## src/rtl/zcd_pkg.sv

```systemverilog
package zcd_pkg;
    localparam int REG_W      = 8;
    localparam int SYNC_DEPTH = 2;

    localparam int BIT_EN   = 7;
    localparam int BIT_OUT  = 5;
    localparam int BIT_POL  = 4;
    localparam int BIT_RISE = 1;
    localparam int BIT_FALL = 0;

    typedef struct packed {
        logic en;
        logic pol;
        logic rise_en;
        logic fall_en;
    } zcd_ctrl_t;

    typedef struct packed {
        logic rise;
        logic fall;
    } zcd_edge_t;

    function automatic zcd_ctrl_t unpack_ctrl(input logic [REG_W-1:0] w);
        zcd_ctrl_t c;
        c.en      = w[BIT_EN];
        c.pol     = w[BIT_POL];
        c.rise_en = w[BIT_RISE];
        c.fall_en = w[BIT_FALL];
        return c;
    endfunction

    function automatic logic [REG_W-1:0] pack_status(input zcd_ctrl_t c, input logic lvl);
        logic [REG_W-1:0] r;
        r           = '0;
        r[BIT_EN]   = c.en;
        r[BIT_OUT]  = lvl;
        r[BIT_POL]  = c.pol;
        r[BIT_RISE] = c.rise_en;
        r[BIT_FALL] = c.fall_en;
        return r;
    endfunction
endpackage

```

## src/rtl/zcd_sync.sv

```systemverilog
module zcd_sync #(
    parameter int DEPTH = 2
) (
    input  logic clk,
    input  logic rst,
    input  logic d_async,
    output logic q
);
    logic [DEPTH-1:0] stages;

    generate
        for (genvar i = 0; i < DEPTH; i++) begin : g_stage
            if (i == 0) begin : g_first
                always_ff @(posedge clk) begin
                    if (rst) stages[i] <= 1'b0;
                    else     stages[i] <= d_async;
                end
            end else begin : g_next
                always_ff @(posedge clk) begin
                    if (rst) stages[i] <= 1'b0;
                    else     stages[i] <= stages[i-1];
                end
            end
        end
    endgenerate

    assign q = stages[DEPTH-1];
endmodule

```

## src/rtl/zcd_ctrl_reg.sv

```systemverilog
module zcd_ctrl_reg
    import zcd_pkg::*;
(
    input  logic             clk,
    input  logic             rst,
    input  logic             cfg_det_off,
    input  logic             we,
    input  logic [REG_W-1:0] wdata,
    output zcd_ctrl_t        ctrl
);
    always_ff @(posedge clk) begin
        if (rst) begin
            ctrl.en      <= ~cfg_det_off;
            ctrl.pol     <= 1'b0;
            ctrl.rise_en <= 1'b0;
            ctrl.fall_en <= 1'b0;
        end else if (we) begin
            ctrl <= unpack_ctrl(wdata);
        end
    end
endmodule

```

## src/rtl/zcd_edge_flag.sv

```systemverilog
module zcd_edge_flag
    import zcd_pkg::*;
(
    input  logic      clk,
    input  logic      rst,
    input  zcd_ctrl_t ctrl,
    input  logic      lvl,
    input  logic      clr,
    output logic      flag
);
    logic      hist;
    logic      en_q;
    logic      armed;
    zcd_edge_t edges;
    logic      set_evt;

    // Detection runs only once enable has been high for a full cycle, so the
    // history register reloads on the enabling cycle without raising an edge.
    assign armed      = ctrl.en & en_q;
    assign edges.rise = lvl & ~hist;
    assign edges.fall = ~lvl & hist;
    assign set_evt    = armed & ((edges.rise & ctrl.rise_en) | (edges.fall & ctrl.fall_en));

    always_ff @(posedge clk) begin
        if (rst) begin
            hist <= 1'b0;
            en_q <= 1'b0;
            flag <= 1'b0;
        end else begin
            hist <= lvl;
            en_q <= ctrl.en;
            if (set_evt)  flag <= 1'b1;
            else if (clr) flag <= 1'b0;
        end
    end
endmodule

```

## src/rtl/zcd_irq_ctrl.sv

```systemverilog
module zcd_irq_ctrl
    import zcd_pkg::*;
(
    input  logic             clk,
    input  logic             rst,
    input  logic             cfg_det_off,
    input  logic             cmp_async,
    input  logic             reg_we,
    input  logic [REG_W-1:0] reg_wdata,
    output logic [REG_W-1:0] reg_rdata,
    input  logic             flag_clr,
    input  logic             irq_en,
    output logic             pad_ovr,
    output logic             flag,
    output logic             irq
);
    zcd_ctrl_t ctrl;
    logic      cmp_sync;
    logic      lvl;

    zcd_sync #(.DEPTH(SYNC_DEPTH)) u_sync (
        .clk     (clk),
        .rst     (rst),
        .d_async (cmp_async),
        .q       (cmp_sync)
    );

    zcd_ctrl_reg u_reg (
        .clk         (clk),
        .rst         (rst),
        .cfg_det_off (cfg_det_off),
        .we          (reg_we),
        .wdata       (reg_wdata),
        .ctrl        (ctrl)
    );

    assign lvl = cmp_sync ^ ctrl.pol;

    zcd_edge_flag u_edge (
        .clk  (clk),
        .rst  (rst),
        .ctrl (ctrl),
        .lvl  (lvl),
        .clr  (flag_clr),
        .flag (flag)
    );

    assign reg_rdata = pack_status(ctrl, lvl);
    assign pad_ovr   = ctrl.en;
    assign irq       = flag & irq_en;
endmodule

```

## config.mk

```make
export PLATFORM = sky130hd
export DESIGN_NAME = zcd_irq_ctrl
export DESIGN_NICKNAME = d
export VERILOG_FILES = /design/src/rtl/zcd_pkg.sv /design/src/rtl/zcd_sync.sv /design/src/rtl/zcd_ctrl_reg.sv /design/src/rtl/zcd_edge_flag.sv /design/src/rtl/zcd_irq_ctrl.sv
export SDC_FILE = /design/constraint.sdc
export NUM_CORES = 1
export LEC_CHECK = 0
export BUFFER_PORTS_ARGS = -buffer_cell sky130_fd_sc_hd__buf_2
export CORE_AREA = 3 3 40 42
export DETAILED_ROUTE_END_ITERATION = 10
export DIE_AREA = 0 0 43 45
export PLACE_DENSITY = 0.65
export SLEW_MARGIN = 40
export SYNTH_ARGS = -nofsm -noshare
export SYNTH_HDL_FRONTEND = slang
export SYNTH_SLANG_ARGS = --single-unit
```

## constraint.sdc

```tcl
create_clock -name clk -period 1.4 [get_ports clk]
set_clock_uncertainty 0.2 [all_clocks]
set_input_delay 0.21 -clock clk [delete_from_list [all_inputs] [get_ports clk]]
set_output_delay 0.21 -clock clk [all_outputs]
set_load 0.1 [all_outputs]
```

==> results_dict.tcl, run 1 <==
set metrics [dict create \
    status "finished with violations" \
    failed_checks "setup timing" \
    startpoint_type "flip-flop" \
    internal_power_w 0.000478 \
    p_leak_nw 0.300 \
    period_needed_ns 1.41 \
    finalNonFillerCells 74 \
    dpl.cell_count 65 \
    rr_worst_depth 4 \
    r2r-end "u_edge.flag$_SDFFE_PP0P_" \
    antenna_found_initial 0 \
    met1_length_um 265 \
    gp_congestion 0.664 \
    place.port_buffers 18 \
    p_clk_share_pct 26.2 \
    grt_pass1_wl_um 1170 \
    seq_power_share_pct 39.0 \
    max-vdd-ir-drop_mv 0.532 \
    synth.top_cell.area_share_pct 41.6 \
    multi_input_area_sq_um 169 \
    clock_latency_ns 0.25 \
    numCtsBuffers 3 \
    drt_iter0_markers 0 \
    num-nets-final 75 \
    rsz0062_at_grt "yes" \
    min_path_cells 3 \
    met3_wirelength_um 68 \
    design_area_sq_um 668 \
    reg2reg_slack_ns 0.13 \
    comb_power_share_pct 34.8 \
    path_max_fanout 2 \
    yosys_warnings 0 \
    routed.top_layer "met4" \
    grt_pass1_vias 285 \
    fin_hold_ws_ns 0.0181 \
    crit_type "flip-flop to output pin" \
    synth_area_leader_cell "dfxtp_1" \
    layout_commonest_cell "buf_2" \
    syn_inst 37 \
    cp-end-kind "output pin" \
    met2_length_um 358 \
    routed_wl_um 715 \
    route.vias.total 299 \
    hold_path.startpoint "reg_wdata[4]" \
    postSynthAreaPerCell_sq_um 10.4 \
    area_growth_pct 73.4 \
    grt_max_degree 11 \
    ys_ff_latch 9 \
    r2r_start "u_sync.q$_SDFF_PP0_" \
    netlist_area_sq_um 385 \
    power_w 0.000752 \
    worst_hold_path.endpoint "u_reg.ctrl[2]$_SDFFE_PP0P_" \
    dieArea_sq_mm 0.00194 \
    initial_core_util_pct 30.0 \
    die_y_um 45 \
    io_pins 26 \
    vias_per_cell 4.04 \
    fin_ws_ns -0.00614 \
    fillers 119 \
    clockBufferDepth 2 \
    cts.htree.levels 1 \
    rows 13 \
    dr.pass1.iters 1 \
    grt_use_total_pct 9.11 \
    drive_gt1_share_pct 52.5 \
    ff_latch_area_sq_um 199 \
    core-area_sq_mm 0.00128 \
    overflow 0 \
    yosysSeqAreaShare_pct 49.4 \
    die_w_um 43 \
    diodes 0 \
    power.density_mw_per_mm2 1130 \
    min_period_over_period_pct 100 \
    setup_viol 1 \
    cts_tree "done" \
    hp-class "primary input to flip-flop" \
    sw_frac_of_total_pct 36.4 \
    yosysUniqueCellTypes 16 \
    cp.arrival_ns 1.00 \
    place_ws_ns 0.189 \
    layout_common_cells "buf_2, buf_12, mux2i_1" \
    switchingPower_w 0.000273 \
    place_area_sq_um 596 \
    fmax_ghz 0.711 \
    final_max_slew_viol_count 0 \
    cp.required_ns 0.99 \
    clkTransAtPathRegs_ns 0.06 \
    drc 0 \
    cts-root-buf "clkbuf_4" \
    synth_area_leaders "dfxtp_1, mux2i_1, buf_4, edfxtp_1, nor2b_1" \
    max_cap_viol_count 0 \
    wl_per_cell_um 9.66 \
    cts.sinks 9 \
    finalHoldViolations 0 \
    ant_nets 0 \
]
[worst max-delay path by stage]
stage                          startpoint                  endpoint  slack (ns)  cells after the start
6_report       u_reg.ctrl[2]$_SDFFE_PP0P_              reg_rdata[5]      -0.006                      2
3_5_place_dp          u_sync.q$_SDFF_PP0_  u_edge.flag$_SDFFE_PP0P_        0.19                      3
3_3_place_gp          u_sync.q$_SDFF_PP0_  u_edge.flag$_SDFFE_PP0P_        0.19                      3
4_1_cts        u_reg.ctrl[2]$_SDFFE_PP0P_              reg_rdata[5]       -0.03                      2
2_1_floorplan     u_reg.ctrl[3]$_DFFE_PP_              reg_rdata[7]       -0.25                      1
5_1_grt        u_reg.ctrl[2]$_SDFFE_PP0P_              reg_rdata[5]       -0.06                      2
[kinds of logic (layout without fill, tap and decap cells)]
kind of cell,Yosys count,after routing,synth area share [%]
buffers and inverters,7,27,12.0
AND/OR/NAND/NOR,13,13,18.2
XOR/XNOR,1,1,4.22
multiplexers,5,5,13.0
flip-flops,9,9,49.4
AO/OA/AOI/OAI,1,1,2.27
other,1,3,0.973
[per-stage QoR]
step                setup TNS (ns)  utilization, %
floorplan                   -0.762               -
global placement                 0            46.3
detailed placement               0            46.3
CTS                        -0.0280            52.0
global route               -0.0580            52.0
finish                    -0.00614            52.0
[routing by layer]
layer	GRT usage [%]	vias to the layer above
li1	-	156
met1	8.76	124
met2	14.4	17
met3	2.79	2
met4	10.8	0
met5	0	-
[synth_stat cells]
cell type	n
nor2_1	3
nor3b_1	1
buf_4	5
a31o_1	1
buf_2	1
clkbuf_1	1
and2_1	1
nor2b_1	4
or2_2	1
mux2i_1	5
nand2b_1	1
dfxtp_1	8
nand2_1	2
conb_1	1
edfxtp_1	1
xor2_2	1
[flip-flops by register name (all words and copies together), names as in the netlist]
name,cells
u_edge.en_q,1
u_edge.flag,1
u_edge.hist,1
u_reg.ctrl,4
u_sync.q,1
u_sync.stages,1
[worst max-delay path, stage by stage, from the launching register on]
cell and delay, ns:
dfxtp_4 0.37, xor2_4 0.18, buf_12 0.19
[power groups by stage]
stage          clock network (W)  logic (W)  registers [W]
4_1_cts                 0.000210   0.000264       0.000294
2_1_floorplan                  0   0.000139       0.000356
3_3_place_gp                   0   0.000247       0.000300
5_1_grt                 0.000228   0.000271       0.000296
6_report                0.000197   0.000262       0.000293
3_5_place_dp                   0   0.000249       0.000301
[layout make-up]
class,instances,area share [%]
well taps,15,2.81
multi-input cells,23,25.3
repair buffers,23,38.2
flip-flops and latches,9,29.8
clock buffers,4,3.93
[what timing repair did]
action / in CTS / in global routing
endpoints found under the setup margin: 1 / 1
hold buffers: 3 / 0
cloned: 0 / 0
pin swaps: 1 / 0
setup buffers: 2 / 0
endpoints found under the hold margin: 3 / 0
gates resized for setup: 1 / 0
No activity file was read; power rests on OpenSTA's default activity.
==> run 2: changes to the inputs <==
- PLACE_DENSITY: 0.65 -> 0.67
- clock period: 1.4 -> 1.28 ns (I/O delays scaled with it)
==> results_dict.tcl, run 2 (synthesis results as in run 1) <==
set metrics [dict create \
    min_path_cells 3 \
    clock_latency_ns 0.25 \
    sw_frac_of_total_pct 35.8 \
    fin_hold_ws_ns -0.00466 \
    routed_wl_um 667 \
    drc 0 \
    wl_per_cell_um 8.89 \
    layout_commonest_cell "buf_2" \
    fmax_ghz 0.722 \
    cts.sinks 9 \
    fillers 120 \
    layout_common_cells "buf_2, buf_12, mux2i_1" \
    clkTransAtPathRegs_ns 0.06 \
    ant_nets 0 \
    rows 13 \
    multi_input_area_sq_um 170 \
    crit_type "flip-flop to output pin" \
    period_needed_ns 1.38 \
    place_ws_ns 0.00603 \
    route.vias.total 296 \
    dieArea_sq_mm 0.00194 \
    place.port_buffers 18 \
    overflow 0 \
    diodes 0 \
    fin_ws_ns -0.104 \
    num-nets-final 76 \
    final_max_slew_viol_count 0 \
    seq_power_share_pct 39.3 \
    ff_latch_area_sq_um 201 \
    dpl.cell_count 65 \
    top_register "u_reg.ctrl" \
    grt_max_degree 11 \
    dr.pass1.iters 2 \
    switchingPower_w 0.000290 \
    finalHoldViolations 1 \
    path_max_fanout 2 \
    io_pins 26 \
    dp_hpwl_um 539 \
    cts_tree "done" \
    initial_core_util_pct 30.0 \
    p_clk_share_pct 25.3 \
    max-vdd-ir-drop_mv 0.513 \
    setup_viol 5 \
    setup_tns_ns -0.238 \
    min_period_over_period_pct 108 \
    cts.htree.levels 1 \
    gp_congestion 0.659 \
    largest_reg_flops 4 \
    status "finished with violations" \
    startpoint_type "flip-flop" \
    area_growth_pct 76.3 \
    core-area_sq_mm 0.00128 \
    p_leak_nw 0.307 \
    cp.required_ns 0.89 \
    grt_pass1_wl_um 1000 \
    cts-root-buf "clkbuf_4" \
    clockBufferDepth 2 \
    grt_use_total_pct 7.96 \
    power.density_mw_per_mm2 1200 \
    failed_checks "hold timing, setup timing" \
    drive_gt1_share_pct 53.3 \
    max_cap_viol_count 0 \
    grt_pass1_vias 238 \
    finalNonFillerCells 75 \
    cp.arrival_ns 0.99 \
    comb_power_share_pct 35.4 \
    cp-end-kind "output pin" \
    die_w_um 43 \
    drt_iter0_markers 1 \
    rsz0062_at_grt "yes" \
    hp-class "primary input to flip-flop" \
    vias_per_cell 3.95 \
    rr_worst_depth 4 \
    internal_power_w 0.000522 \
    antenna_found_initial 0 \
    numCtsBuffers 3 \
    die_y_um 45 \
]
==> run 2: changes by cell type in the layout (fill, tap and decap cells not counted), sizes merged <==
cell and delta:
buf +1
==> run 2: through the flow <==
stage	utilization [%]	total power (W)	area, sq um
detailed placement	46.3	0.000601	596
floorplan	-	0.000545	438
finish	52.9	0.000812	679
global placement	46.3	0.000598	596
global route	52.9	0.000857	679
CTS	52.9	0.000823	679
==> run 2: path summary, 6_finish.rpt <==
check	startpoint	slack [ns]	end
worst max-delay path	u_sync.q$_SDFF_PP0_	-0.10	reg_rdata[5]
worst min-delay path	reg_wdata[1]	-0.005	u_reg.ctrl[1]$_SDFFE_PP0P_
worst max register to register	u_sync.q$_SDFF_PP0_	-0.01	u_edge.flag$_SDFFE_PP0P_
worst min register to register	u_sync.stages[0]$_SDFF_PP0_	0.25	u_sync.q$_SDFF_PP0_
==> run 2: layout make-up <==
cell class | count | area share [%]
multi-input cells | 23 | 25.0
flip-flops and latches | 9 | 29.7
clock buffers | 4 | 3.87
repair buffers | 24 | 38.7
well taps | 15 | 2.76
==> run 2: metal layers <==
layer	vias up	share of wire (%)	global-route usage [%]
met2	18	40	9.88
met5	-	0	0
met1	119	41	8.58
met3	4	15	5.98
li1	155	-	-
met4	0	3.0	7.23
==> run 2: critical path, cell delays in order (launching register included) <==
cell and delay, ns:
dfxtp_4 0.36, xor2_4 0.19, buf_12 0.19
==> run 2: timing repair <==
action	in CTS	in global routing
gates resized for setup	3	0
setup buffers	3	0
pin swaps	1	1
hold buffers	3	0
endpoints found under the setup margin	5	6
endpoints found under the hold margin	3	0
gates cloned	0	0
==> run 2: power groups by stage <==
stage	Clock [W]	Combinational (W)	Sequential, W
CTS	0.000214	0.000289	0.000320
global placement	0	0.000271	0.000328
finish	0.000206	0.000287	0.000319
floorplan	0	0.000156	0.000389
global route	0.000239	0.000296	0.000322
detailed placement	0	0.000272	0.000328
